[src/rtl/wrprot_pkg.sv]
package wrprot_pkg;

    typedef enum logic [1:0] {
        KS_LOCKED = 2'd0,
        KS_ARMED  = 2'd1,
        KS_OPEN   = 2'd2
    } key_state_e;

    localparam logic [7:0] KEY_FIRST  = 8'hCA;
    localparam logic [7:0] KEY_SECOND = 8'h53;

    // decoded view of one bus access
    typedef struct packed {
        logic key_hit;
        logic prot_hit;
    } addr_class_t;

endpackage

[src/rtl/wrprot_addr_dec.sv]
module wrprot_addr_dec
    import wrprot_pkg::*;
#(
    parameter int ADDR_W = 10,
    parameter logic [ADDR_W-1:0] KEY_OFFSET = 10'h024,
    parameter logic [(2**(ADDR_W-2))-1:0] PROT_MASK = 'h97
) (
    input  logic [ADDR_W-1:0] addr,
    output addr_class_t       cls
);
    localparam int WORD_W = ADDR_W - 2;

    logic              aligned;
    logic [WORD_W-1:0] word_idx;

    assign aligned  = (addr[1:0] == 2'b00);
    assign word_idx = addr[ADDR_W-1:2];

    always_comb begin
        cls.key_hit  = (addr == KEY_OFFSET);
        cls.prot_hit = aligned && PROT_MASK[word_idx];
    end
endmodule

[src/rtl/wrprot_key_fsm.sv]
module wrprot_key_fsm
    import wrprot_pkg::*;
#(
    parameter int DATA_W = 32
) (
    input  logic              clk,
    input  logic              rst,
    input  logic              wr_key,
    input  logic              wr_other,
    input  logic [DATA_W-1:0] wdata,
    output key_state_e        state
);
    logic       is_first;
    logic       is_second;
    key_state_e nxt;

    assign is_first  = (wdata == DATA_W'(KEY_FIRST));
    assign is_second = (wdata == DATA_W'(KEY_SECOND));

    always_comb begin
        nxt = state;
        unique case (state)
            KS_LOCKED: begin
                if (wr_key && is_first)
                    nxt = KS_ARMED;
            end
            KS_ARMED: begin
                if (wr_key)
                    nxt = is_second ? KS_OPEN : KS_LOCKED;
                else if (wr_other)
                    nxt = KS_LOCKED;
            end
            KS_OPEN: begin
                if (wr_key)
                    nxt = KS_LOCKED;
            end
            default: nxt = KS_LOCKED;
        endcase
    end

    always_ff @(posedge clk) begin
        if (rst)
            state <= KS_LOCKED;
        else
            state <= nxt;
    end
endmodule

[src/rtl/wrprot_wr_gate.sv]
module wrprot_wr_gate
    import wrprot_pkg::*;
#(
    parameter int DATA_W = 32
) (
    input  logic              wr,
    input  addr_class_t       cls,
    input  key_state_e        state,
    input  logic [DATA_W-1:0] rdata_in,
    output logic              wr_out,
    output logic [DATA_W-1:0] rdata_out
);
    logic open;

    assign open = (state == KS_OPEN);

    always_comb begin
        wr_out    = wr && !cls.key_hit && (!cls.prot_hit || open);
        rdata_out = cls.key_hit ? '0 : rdata_in;
    end
endmodule

[src/rtl/wrprot_key_seq.sv]
module wrprot_key_seq
    import wrprot_pkg::*;
#(
    parameter int ADDR_W = 10,
    parameter int DATA_W = 32,
    parameter logic [ADDR_W-1:0] KEY_OFFSET = 10'h024,
    parameter logic [(2**(ADDR_W-2))-1:0] PROT_MASK = 'h97
) (
    input  logic              clk,
    input  logic              rst,
    input  logic              bus_wr,
    input  logic [ADDR_W-1:0] bus_addr,
    input  logic [DATA_W-1:0] bus_wdata,
    input  logic [DATA_W-1:0] reg_rdata,
    output logic              reg_wr,
    output logic [DATA_W-1:0] bus_rdata
);
    addr_class_t cls;
    key_state_e  ks_state;
    logic        wr_key;
    logic        wr_other;

    wrprot_addr_dec #(
        .ADDR_W    (ADDR_W),
        .KEY_OFFSET(KEY_OFFSET),
        .PROT_MASK (PROT_MASK)
    ) u_dec (
        .addr(bus_addr),
        .cls (cls)
    );

    assign wr_key   = bus_wr && cls.key_hit;
    assign wr_other = bus_wr && !cls.key_hit;

    wrprot_key_fsm #(
        .DATA_W(DATA_W)
    ) u_fsm (
        .clk     (clk),
        .rst     (rst),
        .wr_key  (wr_key),
        .wr_other(wr_other),
        .wdata   (bus_wdata),
        .state   (ks_state)
    );

    wrprot_wr_gate #(
        .DATA_W(DATA_W)
    ) u_gate (
        .wr       (bus_wr),
        .cls      (cls),
        .state    (ks_state),
        .rdata_in (reg_rdata),
        .wr_out   (reg_wr),
        .rdata_out(bus_rdata)
    );
endmodule

[config.mk]
export PLATFORM = sky130hd
export DESIGN_NAME = wrprot_key_seq
export DESIGN_NICKNAME = d
export VERILOG_FILES = /design/src/rtl/wrprot_pkg.sv /design/src/rtl/wrprot_addr_dec.sv /design/src/rtl/wrprot_key_fsm.sv /design/src/rtl/wrprot_wr_gate.sv /design/src/rtl/wrprot_key_seq.sv
export SDC_FILE = /design/constraint.sdc
export NUM_CORES = 1
export LEC_CHECK = 0
export BUFFER_PORTS_ARGS = -buffer_cell sky130_fd_sc_hd__buf_2
export CAP_MARGIN = 20
export CORE_MARGIN = 8
export CORE_UTILIZATION = 23
export DETAILED_ROUTE_END_ITERATION = 7
export PLACE_DENSITY = 0.77
export SYNTH_ARGS = -nofsm -noshare
export SYNTH_HDL_FRONTEND = slang
export SYNTH_SLANG_ARGS = --single-unit
export TNS_END_PERCENT = 20
[constraint.sdc]
create_clock -name clk -period 2.2 [get_ports clk]
set_input_delay 0.44 -clock clk [delete_from_list [all_inputs] [get_ports clk]]
set_output_delay 0.44 -clock clk [all_outputs]
set_load 0.02 [all_outputs]
=== Word-level counts from Yosys, hierarchy flattened ===
Memories as Yosys holds them, arrays and structs flattened.
Index checks and enable logic that the tools add are counted.

* Flip-flop bits (word level): 2
* Bits in read-only memories: 256
* Memories kept: 1

* $lt $le $gt $ge: 1
* Equality and inequality tests: 8
* Reduce and logical (&&, ||, !) cells: 11
* Multiplexer cells: 8

{| class="wikitable"
|+ Memories
! memory !! depth !! width !! read ports !! clocked after Yosys merged registers in !! wr ports !! RTL line !! text
|-
| (name not given) || 256 || 1 || 1 || 0 || 0 || wrprot_addr_dec.sv:21 || <nowiki>cls.prot_hit = aligned && PROT_MASK[word_idx];</nowiki>
|}

{| class="wikitable"
|+ Operator list
! operator !! number
|-
| equality test 32 x 7 -> 1 bit, second input constant || 1
|-
| equality test 32 x 8 -> 1 bit, second input constant || 1
|-
| two-way mux 32 bit || 1
|-
| equality test 10 x 6 -> 1 bit, second input constant || 1
|-
| two-way mux 2 bit || 5
|-
| less-than comparator 8 x 9 -> 1 bit, second input constant || 1
|-
| case mux 2 bit (3 select lines) || 1
|-
| logical AND 1 bit || 5
|-
| zero test 2 bit || 2
|-
| != test 3 x 1 -> 1 bit, second input constant || 1
|-
| AND reduction 3 bit || 1
|-
| equality test 2 x 1 -> 1 bit, second input constant || 1
|-
| equality test 2 bit, second input constant || 1
|-
| zero test 1 bit || 2
|-
| != test 2 x 1 -> 1 bit, second input constant || 1
|-
| != test 2 bit, second input constant || 1
|-
| logical OR 1 bit || 1
|-
| two-way mux 1 bit || 1
|}

=== Depth between registers and ports, before layout ===
Gate-level depths: netlist (run 1).

* Depth in word-level cells: 6
* Mapped depth: 7
* Mapped depth without buffers: 6

=== Hierarchy ===
Synthesis (run 1) repeated with hierarchy kept, for this count alone.

* Cell total of the unflattened synthesis: 73
* Area total of the unflattened synthesis: 538.0 µm²

{| class="wikitable"
|+ Modules (own cells, without submodules)
! module !! instances !! area each (µm²) !! seq. area each (µm²) !! cells each
|-
| wrprot_wr_gate || 1 || 240.2 || 0.0 || 38
|-
| wrprot_key_fsm || 1 || 193.9 || 40.0 || 23
|-
| wrprot_addr_dec || 1 || 87.6 || 0.0 || 10
|-
| wrprot_key_seq || 1 || 16.3 || 0.0 || 2
|}

=== Worst setup path after synthesis (run 1) ===
Ideal clock, no wire load.

* Kind: in2out
* Start point: input port bus_addr[3]
* End point: output port bus_rdata[10]
* Data arrival time: 1.698 ns
* Cell stages on the path: 7
* Path buffers: 2
* Path slack: 0.062 ns
* Data required time: 1.760 ns
* Path through: inv_1 > ha_1 > nand3b_1 > or4b_1 > buf_2 > clkbuf_1 > and2_1

* Cells in the longest elaborated chain, start to end: 2

{| class="wikitable"
|+ RTL lines
! item !! RTL line !! text
|-
| start: declaration || wrprot_key_seq.sv:12 || <nowiki>input logic [ADDR_W-1:0] bus_addr,</nowiki>
|-
| equality test 10 x 6 -> 1 bit || wrprot_addr_dec.sv:20 || <nowiki>cls.key_hit = (addr == KEY_OFFSET);</nowiki>
|-
| two-way mux 32 bit || wrprot_wr_gate.sv:19 || <nowiki>rdata_out = cls.key_hit ? '0 : rdata_in;</nowiki>
|-
| end: declaration || wrprot_key_seq.sv:16 || <nowiki>output logic [DATA_W-1:0] bus_rdata</nowiki>
|}

No other way between the ends.

=== Final worst setup path (run 1) ===
* Start point: input port bus_addr[1]
* End point: output port bus_rdata[27]

Same word-level chain as after synthesis.

==> results of run 1 <==
## stage by stage
| stage | hold slack [ns] | TNS, ns | area [um2] | power [uW] |
|---|---|---|---|---|
| floorplan | 0.454 | 0 | 487 | 114 |
| global placement | 0.485 | -2.44 | 1070 | 213 |
| detailed placement | 0.505 | -3.50 | 1070 | 217 |
| CTS | 0.509 | -2.50 | 1140 | 312 |
| global route | 0.535 | -3.62 | 1270 | 357 |
| finish | 0.507 | -2.25 | 1270 | 331 |
## worst min path at each step
| stage | depth (start not counted) | slack, ns | from | end |
|---|---|---|---|---|
| after global placement | 2 | 0.49 | u_fsm.state[1] | u_fsm.state[1] |
| after CTS | 2 | 0.51 | u_fsm.state[1] | u_fsm.state[1] |
| final | 2 | 0.51 | u_fsm.state[1] | u_fsm.state[1] |
| after detailed placement | 2 | 0.50 | u_fsm.state[1] | u_fsm.state[1] |
| after global routing | 2 | 0.54 | u_fsm.state[1] | u_fsm.state[1] |
| after floorplan | 2 | 0.45 | u_fsm.state[1] | u_fsm.state[1] |
## timing repair
| action | in CTS | in global routing |
|---|---|---|
| cloned | 0 | 1 |
| endpoints found under the setup margin | 32 | 32 |
| hold endpoints to repair | 0 | 0 |
| pin swaps | 0 | 1 |
| gates resized for setup | 12 | 33 |
| setup buffers | 0 | 1 |
## critical path: cells and delay by family
family                 cells  cell delay (ns)
and+or+nand+nor            3             0.96
buffers and inverters      3             0.46
## Yosys cell counts (2+ instances only)
master	n	area, um2
nand4_1	3	18.8
nor2_1	5	18.8
nor4_1	7	43.8
inv_1	2	7.51
clkbuf_1	3	11.3
ha_1	2	25.0
and2_1	32	200
nor4b_1	3	26.3
dfxtp_1	2	40.0
## cells by family after synthesis
| family | share of synthesized area |
|---|---|
| AND/OR/NAND/NOR | 0.746 |
| buffers and inverters | 0.0488 |
| adder cells (fa/ha/maj) | 0.0514 |
| AO/OA/AOI/OAI | 0.0720 |
| flip-flops | 0.0823 |
## power breakdown
group          internal, uW  switching (uW)  leakage, uW
combinational           116            94.4     0.000665
sequential             36.5               0    0.0000161
clock                  60.4            23.6    0.0000138
## layer usage
metal | wire, um | share of wire
met5 | 0 | 0
met4 | 40 | 0.013
met3 | 476 | 0.15
met2 | 1640 | 0.52
met1 | 1030 | 0.32
## cells in the final DEF, fill, tap and decap left out, drive strengths merged, types with 2 or more instances in the layout
master / synthesis / layout
nor4b: 3 / 3
ha: 2 / 2
inv: 2 / 2
nand4: 3 / 3
nor4: 8 / 8
dfxtp: 2 / 2
buf: 1 / 113
and2: 32 / 32
nor2: 5 / 5
clkbuf: 3 / 4
## cell type report
class | instances | area, um2 | share of cell area
multi-input cells | 64 | 460 | 0.362
inverters | 2 | 7.51 | 0.00591
repair buffers | 114 | 707 | 0.556
well taps | 27 | 33.8 | 0.0266
flip-flops and latches | 2 | 40.0 | 0.0315
clock buffers | 3 | 22.5 | 0.0177
==> results.toml, run 1 <==
[outcome]
status = "finished with violations"
failed_checks = "setup timing"

[final_layout]
largest_reg_flops = 2
top_regs = "u_fsm.state (2)"
final_core_util = 0.641
final_nets = 266
diodes = 0
stdcell_count = 212
syn2layout_area_growth_pct = 161
regMostFlops = "u_fsm.state"
n_fill_cell = 167
drive_above_1_share = 0.697

[yosys]
yosysUniqueCellTypes = 22
ys_seq_elements = 2
synth_cells = 72
synth_edf_count = 0
avgSynthCellArea_um2 = 6.76
syn-num-nets = 151
synthFlopType = "dfxtp_1"
syn_area_um2 = 487
yosysWarnings = 0
async_reset_ff_frac = 0
synth_seq_area_share = 0.0823

[clock_tree]
clockRootBuffer = "clkbuf_4"
cts_max_level = 1
insertion_delay_ns = 0.23
path_clk_slew_ns = 0.03
cts_tree = "yes"
cts_inserted_buffers = 3
clk_path_buf_depth = 2
hold_buffers = 0
clock-sinks = 2

[critical_path]
path_common_cell = "buf_2"
regToRegEndpoint = "u_fsm.state[0]"
cp-startpoint = "bus_addr[1]"
r2r_slack_ns = 1.05
cp-endpoint = "bus_rdata[27]"
cp-end-kind = "output port"
crit_path_max_fanout = 15
required_ns = 1.76
worst_path_max_delay_cell = "or4b_4"
slowest_delay_ns = 0.53
cp_data_arrival_time_ns = 1.86
cp-start-kind = "primary input"
crit_chain = "buf_2, nor4_4, or4b_4, clkbuf_16, and2_1, buf_2"
rr_worst_depth = 4
worstSetupPathType = "in -> out"
rr_startpoint = "u_fsm.state[1]"

[global_routing]
grt_max_degree = 36
grt_first_pass_wirelength_um = 3920
grt_util_met1 = 0.110
grt_util_met2 = 0.273
first_global_vias = 942
grtUsageMet3 = 0.0494
overflow = 0
gr-max-usage-layer = "met2"
grtUsageTotal = 0.133
antenna_found_initial = 0

[timing]
maxSlewHeadroom = 0.810
max_freq_ghz = 0.434
period_share = 1.05
worst_pin_slew_ns = 0.281
setup_viol = 32
setup_ws_ns = -0.102
skew_ns = 0.00265
slew_viol_final = 0
timing_hold_violations_final = 0
fin_crit_ns = 2.30
rsz0062_at_grt = "yes"

[detailed_routing]
wl_per_cell_um = 15.0
first_pass_iters = 4
drt_iter0_markers = 23
drt_wl_total_um = 3190
via_per_inst = 4.49
drc = 0
vias = 952
ant_nets = 0

[power_and_ir_drop]
power.density_nw_per_um2 = 260
leakagePower_uw = 0.000695
vdd_drop_max_v = 0.000301

[floorplanning]
placeableCoreArea_um2 = 1980
io-pin-count = 110
die_height_um = 62
start_util = 0.246
fp-row-count = 16
die_area_um2 = 3840
die_w_um = 62

[run]
maxCapViolCount = 0

[placed_design]
numPortBuffers = 109
post-place-ws_ns = -0.127
place.gp.congestion = 0.749
place_hpwl_um = 2690
dpl.cell_count = 207

[min_path]
hp-class = "reg -> reg"
(Power assumes the default switching activity.)
==> run 2: changes to the inputs <==
==> constraint.sdc (replaced) <==
create_clock -name clk -period 2.2 [get_ports clk]
set_input_delay 0.44 -clock clk [delete_from_list [all_inputs] [get_ports clk]]
set_output_delay 0.44 -clock clk [all_outputs]
set_load 0.05 [all_outputs]
==> run 2 against run 1 <==
  * Largest cell class unchanged
  * Die area stayed put
  * First-iteration DRC count increased by 130%
  * Power grew 50%
  * The run still ends with setup timing left
  * Sequential cell count is the same
  * Core utilization grew 17 points
==> results.toml, run 2 (synthesis results as in run 1) <==
[outcome]
status = "finished with violations"
failed_checks = "setup timing"

[floorplanning]
placeableCoreArea_um2 = 1980
die_w_um = 62
start_util = 0.246
fp-row-count = 16
die_height_um = 62
die_area_um2 = 3840
io-pin-count = 110

[timing]
rsz0062_at_grt = "yes"
setup_viol = 32
slew_viol_final = 0
maxSlewHeadroom = 0.814
timing_hold_violations_final = 0
setup_ws_ns = -0.0712
skew_ns = 0.00229
fin_crit_ns = 2.27
period_share = 1.03
max_freq_ghz = 0.440
worst_pin_slew_ns = 0.275

[power_and_ir_drop]
leakagePower_uw = 0.000844
power.density_nw_per_um2 = 310
vdd_drop_max_v = 0.000258

[detailed_routing]
vias = 1019
drt_wl_total_um = 4210
wl_per_cell_um = 19.5
via_per_inst = 4.72
drc = 0
ant_nets = 0
first_pass_iters = 5
drt_iter0_markers = 52

[critical_path]
crit_path_max_fanout = 8
cp_data_arrival_time_ns = 1.83
cp-end-kind = "output port"
cp-start-kind = "primary input"
slowest_delay_ns = 0.55
worstSetupPathType = "in -> out"
worst_path_max_delay_cell = "or4b_4"
path_common_cell = "buf_6"
required_ns = 1.76
crit_chain = "buf_6, nor4_4, or4b_4, buf_6, and2_4, buf_8"

[clock_tree]
clk_path_buf_depth = 2
clockRootBuffer = "clkbuf_4"
cts_max_level = 1
path_clk_slew_ns = 0.03
hold_buffers = 0
cts_inserted_buffers = 3
insertion_delay_ns = 0.23
cts_tree = "yes"
clock-sinks = 2

[final_layout]
largest_reg_flops = 2
syn2layout_area_growth_pct = 230
drive_above_1_share = 0.831
final_common_cell = "buf_2"
top_regs = "u_fsm.state (2)"
diodes = 0
stdcell_count = 216
mostFrequentLayoutCells = "buf_2, buf_8, and2_4, nor4_1, buf_6"
regMostFlops = "u_fsm.state"
final_area_um2 = 1610
final_nets = 270
n_fill_cell = 116

[global_routing]
antenna_found_initial = 0
first_global_vias = 1136
grtUsageTotal = 0.203
grt_first_pass_wirelength_um = 5630
grt_max_degree = 9
overflow = 0

[placed_design]
place_hpwl_um = 2730
placed_cell_area_um2 = 1110
dpl.cell_count = 207
place.gp.congestion = 0.702
numPortBuffers = 109

[run]
maxCapViolCount = 0

[min_path]
hp-class = "reg -> reg"
[run 2: cell types whose count changed in the layout (fill, tap and decap cells not counted), sizes merged]
cell | previous run | this run
clkbuf | 4 | 3
buf | 113 | 118
[run 2: metrics by stage]
stage | utilization | power [uW] | hold WS [ns] | setup slack [ns] | TNS [ns]
2_1_floorplan | - | 195 | 0.454 | -0.00545 | -0.164
3_3_place_gp | 0.560 | 291 | 0.485 | -0.186 | -5.80
3_5_place_dp | 0.560 | 296 | 0.496 | -0.242 | -7.34
4_1_cts | 0.796 | 486 | 0.501 | -0.0545 | -1.59
5_1_grt | 0.810 | 514 | 0.536 | -0.108 | -2.65
6_report | 0.810 | 497 | 0.496 | -0.0712 | -1.51
[run 2: critical path: cells and delay by family]
kind	cells	cell delay [ns]
buffers and inverters	3	0.41
and+or+nand+nor	3	0.98
[run 2: cell type report]
class	instances	area, um2	area share
Timing Repair Buffer	118	971	0.605
Sequential cell	2	40.0	0.0249
Inverter	2	10.0	0.00624
Clock buffer	3	22.5	0.0140
Multi-Input combinational cell	64	528	0.329
Tap cell	27	33.8	0.0210
[run 2: power by group]
| group | switching (uW) | internal (uW) | leakage [uW] |
|---|---|---|---|
| combinational | 192 | 186 | 0.000814 |
| clock | 21.9 | 60.2 | 0.0000138 |
| sequential | 0 | 36.6 | 0.0000161 |
[run 2: repair_timing]
item | CTS | global route
setup endpoints to repair | 32 | 32
pin swaps | 35 | 4
gates resized for setup | 142 | 3
cloned | 3 | 0
setup buffers | 1 | 2
[run 2: path summary, 6_finish.rpt]
| path | startpoint | endpoint | slack, ns | cells past startpoint |
|---|---|---|---|---|
| worst min-delay path | u_fsm.state[1] | u_fsm.state[1] | 0.50 | 2 |
| worst max-delay path | bus_addr[0] | bus_rdata[18] | -0.07 | 6 |
| worst min register to register | u_fsm.state[1] | u_fsm.state[1] | 0.50 | 2 |
| worst max register to register | u_fsm.state[1] | u_fsm.state[0] | 1.07 | 4 |
[run 2: routing by layer]
layer / track usage / wire [um]
met2: 0.398 / 2330
met5: 0 / 0
met3: 0.0267 / 412
met1: 0.193 / 1280
met4: 0.120 / 177
